### src/rtl/i2c_slave_stretch.sv
module i2c_slave_stretch #(
  parameter logic [6:0] DEV_ADDR = 7'h42
) (
  input  logic       clk,
  input  logic       rst_n,
  input  logic       enable,
  input  logic       scl_i,
  input  logic       sda_i,
  output logic       scl_oe,
  output logic       sda_oe,
  output logic [7:0] rx_data,
  output logic       rx_valid,
  input  logic [7:0] rd_data,
  input  logic       rd_valid,
  output logic       rd_ready,
  output logic       byte_done
);

  typedef enum logic [2:0] {IDLE, ADDR, RECV, ACK, RWAIT, RSHF, RACK, IGNR} st_t;

  st_t        st;
  logic [2:0] scl_sh, sda_sh;
  logic [7:0] sh;
  logic [3:0] cnt;
  logic       rw;

  wire scl_s   = scl_sh[1];
  wire scl_q   = scl_sh[2];
  wire sda_s   = sda_sh[1];
  wire sda_q   = sda_sh[2];
  wire rise    = scl_s & ~scl_q;
  wire fall    = ~scl_s & scl_q;
  wire start_c = scl_s & scl_q & sda_q & ~sda_s;
  wire stop_c  = scl_s & scl_q & ~sda_q & sda_s;
  wire [7:0] nxt = {sh[6:0], sda_s};

  assign scl_oe   = (st == RWAIT);
  assign rd_ready = (st == RWAIT);

  always_ff @(posedge clk or negedge rst_n) begin
    if (!rst_n) begin
      scl_sh <= 3'b111;
      sda_sh <= 3'b111;
    end else begin
      scl_sh <= {scl_sh[1:0], scl_i};
      sda_sh <= {sda_sh[1:0], sda_i};
    end
  end

  always_ff @(posedge clk or negedge rst_n) begin
    if (!rst_n) begin
      st        <= IDLE;
      sh        <= '0;
      cnt       <= '0;
      rw        <= 1'b0;
      sda_oe    <= 1'b0;
      rx_data   <= '0;
      rx_valid  <= 1'b0;
      byte_done <= 1'b0;
    end else begin
      rx_valid  <= 1'b0;
      byte_done <= 1'b0;
      if (!enable) begin
        st     <= IDLE;
        sda_oe <= 1'b0;
      end else if (start_c) begin
        st     <= ADDR;
        cnt    <= '0;
        sda_oe <= 1'b0;
      end else if (stop_c) begin
        st     <= IDLE;
        sda_oe <= 1'b0;
      end else begin
        case (st)
          ADDR, RECV: begin
            if (rise) begin
              sh  <= nxt;
              cnt <= cnt + 4'd1;
              if (cnt == 4'd7) begin
                if (st == ADDR) begin
                  if (nxt[7:1] == DEV_ADDR) begin
                    rw        <= nxt[0];
                    byte_done <= 1'b1;
                  end else begin
                    st <= IGNR;
                  end
                end else begin
                  rx_data   <= nxt;
                  rx_valid  <= 1'b1;
                  byte_done <= 1'b1;
                end
              end
            end else if (fall && cnt == 4'd8) begin
              st     <= ACK;
              sda_oe <= 1'b1;
            end
          end
          ACK: begin
            if (fall) begin
              sda_oe <= 1'b0;
              cnt    <= '0;
              st     <= rw ? RWAIT : RECV;
            end
          end
          RWAIT: begin
            if (rd_valid) begin
              sh     <= rd_data;
              sda_oe <= ~rd_data[7];
              cnt    <= '0;
              st     <= RSHF;
            end
          end
          RSHF: begin
            if (rise) begin
              cnt <= cnt + 4'd1;
              if (cnt == 4'd7) byte_done <= 1'b1;
            end else if (fall) begin
              if (cnt == 4'd8) begin
                sda_oe <= 1'b0;
                st     <= RACK;
              end else begin
                sh     <= {sh[6:0], 1'b0};
                sda_oe <= ~sh[6];
              end
            end
          end
          RACK: begin
            if (rise && sda_s) st <= IGNR;
            else if (fall)     st <= RWAIT;
          end
          default: ;
        endcase
      end
    end
  end

  AST_SDA_CHG_SCL_LOW: assert property (@(posedge clk) disable iff (!rst_n)
    !$stable(sda_oe) |-> (!$past(scl_s) || $past(start_c || stop_c || !enable)))
    else $error("sda_oe moved while SCL high");
  AST_RX_PULSE: assert property (@(posedge clk) disable iff (!rst_n)
    rx_valid |=> !rx_valid) else $error("rx_valid longer than one cycle");
  AST_HOLD_STRETCH: assert property (@(posedge clk) disable iff (!rst_n)
    (scl_oe && !rd_valid && enable && !start_c && !stop_c) |=> scl_oe)
    else $error("stretch dropped without data");
  AST_DISABLE_RELEASE: assert property (@(posedge clk) disable iff (!rst_n)
    !enable |=> (!scl_oe && !sda_oe)) else $error("bus held while disabled");
  AST_NO_SDA_IN_WAIT: assert property (@(posedge clk) disable iff (!rst_n)
    scl_oe |-> !sda_oe) else $error("SDA driven during stretch");
  AST_DONE_PULSE: assert property (@(posedge clk) disable iff (!rst_n)
    byte_done |=> !byte_done) else $error("byte_done longer than one cycle");

endmodule

### config.mk
export PLATFORM = sky130hd
export DESIGN_NAME = i2c_slave_stretch
export DESIGN_NICKNAME = d
export VERILOG_FILES = /design/src/rtl/i2c_slave_stretch.sv
export SDC_FILE = /design/constraint.sdc
export NUM_CORES = 1
export LEC_CHECK = 0
export BUFFER_PORTS_ARGS = -buffer_cell sky130_fd_sc_hd__buf_2
export CAP_MARGIN = 20
export CORE_ASPECT_RATIO = 0.9
export CORE_MARGIN = 2
export CORE_UTILIZATION = 55
export DETAILED_ROUTE_END_ITERATION = 10
export GPL_ROUTABILITY_DRIVEN = 0
export HOLD_SLACK_MARGIN = 0.1
export PLACE_DENSITY = 0.78
export SLEW_MARGIN = 5
export SYNTH_ARGS = -nofsm -noshare
export SYNTH_HDL_FRONTEND = slang
export SYNTH_SLANG_ARGS = --single-unit
### constraint.sdc
create_clock -name clk -period 3.9 [get_ports clk]
set_clock_uncertainty 0.05 [all_clocks]
set_input_delay 0 -clock clk [delete_from_list [all_inputs] [get_ports clk]]
set_output_delay 0 -clock clk [all_outputs]
set_load 0.01 [all_outputs]
==> results.toml <==
[yosys]
ys_ff_latch = 32
muxShareOfSynthArea = 0.1113
synthAdderAreaFrac = 0.02010
synth_cell_types = 48
netlist_instances = 167
synth_nets = 183
async_flop_share = 1.000
synth-edff-count = 0
synth_compound_area_frac = 0.1795
synth_ff_type = "dfrtp_1"
synthXorXnorAreaFrac = 0.01005
synth_area_sq_um = 1743
synth_top_family_by_area = "compound AO/OA/AOI/OAI gates"
ys_seq_area_frac = 0.4637
yosysWarnings = 0
synthSimpleGateAreaFrac = 0.1788
avgSynthCellArea_sq_um = 10.44

[global_route]
grt_max_degree = 33
grt_overflow_total = 0
grt_busiest_layer = "met2"
grt_first_pass_wirelength_um = 6713
use_met1 = 0.3282
globalRouteMet3Util = 0.05917
grt_use_met2 = 0.3714
grt_pass1_vias = 1409
track_usage = 0.2441
antenna_found_initial = 0

[die]
ios = 27
num_rows = 19
start_util = 0.5728
die_h_um = 57.41
die_area_sq_um = 3636
fp.dieW_um = 63.34
core_sq_um = 3043

[pwr]
power.density_nw_per_um2 = 490.6
vdd_drop_max_mv = 0.2647
leakagePower_uw = 0.0009323

[cells_and_area]
seq_area_sq_um = 808.3
multi_input_area_sq_um = 870.8
final_layout_size_suffix_gt1_frac = 0.2621
antenna_cells = 0
syn2layout_area_growth_pct = 19.96
fin_nets = 221
fillers = 257
layout_common_cells = "dfrtp_1, buf_2, nand2_1, o21ai_0, dlygate4sd3_1"

[clock_network]
worstSkewPairLatency_ns = 0.35
cts.clk_slew.worst_paths_ns = 0.11
clockRootBuffer = "clkbuf_4"
ctsHtreeMaxLevel = 2
cts.sinks = 32
cts_buffers = 5
cts_tree = "yes"
cts.path.max_buffers = 2

[route]
ant_nets = 0
routed_wl_um = 3968
drcViolationCount = 0
wl_per_cell_um = 16.00
vias = 1483
via_per_inst = 5.980
drt_iter0_drc = 177
firstDrtPassIters = 6

[timing]
worstMarginPinSlew_ns = 0.9687
tns_ns = 0
drv_slew = 0
finalSetupViolCount = 0
timing.final.ws_setup_ns = 1.472
rsz0062_at_grt = "false"
slew_headroom = 0.3536
clock.fmax_mhz = 411.8
hold_viol_final = 0
post-route-period-util = 0.6227
final.min_clock_period_ns = 2.428

[placement]
io_buffers = 26
place_ws_ns = 1.533
dp_hpwl_um = 2697

[status]
status = "finished clean"

[worst_setup_path]
critical_path_required_ns = 4.08
critPathCaptureType = "flop"
critPathArrivalTime_ns = 2.61
worstPathMaxFanout = 11
critPathKind = "flop to flop"
crit_path_start_kind = "flop"

[job]
drv_cap = 0

[worst_hold_path]
hold_class = "primary input to async pin"
[power by group]
group          total (uW)  switching [uW]  internal (uW)
sequential            472            91.5            380
clock                 256             122            134
combinational         298             173            125
[cells by family (layout without fill, tap and decap cells)]
| logic type | Yosys count | count (layout) |
|---|---|---|
| compound gates | 47 | 47 |
| xor+xnor | 2 | 2 |
| fa+ha+maj | 3 | 3 |
| buf+inv | 14 | 53 |
| flops | 32 | 32 |
| mux | 18 | 18 |
| simple gates | 51 | 51 |
[sequential cells by signal (all words and copies together) (netlist names)]
| register | count |
|---|---|
| cnt | 4 |
| scl_sh | 3 |
| st | 3 |
| sda_oe | 1 |
| sh | 7 |
| rx_data | 8 |
| rx_valid | 1 |
| rw | 1 |
| sda_sh | 3 |
| byte_done | 1 |
[through the flow]
stage	cell area, sq um	std cells	hold slack [ns]	util	power, uW
finish	2091	248	0.1575	0.6871	1026
global route	2091	248	0.2315	0.6871	1099
CTS	2091	248	0.1994	0.6871	1022
detailed placement	1884	227	0.03801	0.6192	755.8
global placement	1884	227	0.02132	0.6192	741.0
floorplan	1743	167	-0.3456	-	681.5
[final cells by class]
class | instances | area share
Clock buffer | 6 | 0.01975
Clock inverter | 2 | 0.01676
Timing Repair Buffer | 39 | 0.1245
Inverter | 6 | 0.01077
Multi-Input combinational cell | 121 | 0.4165
Sequential cell | 32 | 0.3866
Tap cell | 42 | 0.02513
[final timing paths]
| check | from | to | slack [ns] | depth (start not counted) |
|---|---|---|---|---|
| max | scl_sh[1] | rx_data[7] | 1.47 | 5 |
| min | rst_n | sda_oe | 0.16 | 2 |
| max reg2reg | scl_sh[1] | rx_data[7] | 1.47 | 5 |
| min reg2reg | sda_sh[0] | sda_sh[1] | 0.31 | 0 |
| max in group asynchronous | rst_n | sh[6] | 3.17 | 2 |
| min in group clk | scl_i | scl_sh[0] | 0.24 | 2 |
[synth_stat cells, types with 2 or more instances]
master | count | share of area
ha_1 | 2 | 0.014
a32oi_1 | 3 | 0.015
mux2_2 | 11 | 0.071
nor2_1 | 2 | 0.0043
nand3b_1 | 2 | 0.0086
inv_1 | 6 | 0.013
buf_2 | 6 | 0.017
o22ai_1 | 2 | 0.0072
dfrtp_1 | 26 | 0.37
o2111ai_1 | 2 | 0.010
nand2_1 | 19 | 0.041
o211ai_1 | 2 | 0.0086
nor3b_1 | 3 | 0.013
o31ai_1 | 3 | 0.013
nand3_1 | 4 | 0.011
a21oi_1 | 4 | 0.011
nor2b_1 | 8 | 0.029
nand2b_1 | 2 | 0.0072
o221ai_1 | 2 | 0.010
dfstp_2 | 6 | 0.090
mux2i_1 | 7 | 0.040
o21ai_0 | 19 | 0.055
[timing repair]
action,4_1_cts,5_1_grt
hold buffers,13,0
gates resized for setup,0,0
hold endpoints to repair,44,0
buffers inserted,0,0
[critical path, cell delays in order, from the launching register on]
cell and delay [ns]:
dfstp_2 0.62, and2b_1 0.38, nand2_1 0.14, nand4bb_4 0.27, nor3_4 0.45, mux2_2 0.39
[routing by layer]
layer,wire length [um],share of wire
met1,1831,0.46
met2,1829,0.46
met3,210,0.053
met4,97,0.024
met5,0,0
Note: power is estimated with default switching activity, not from simulation.
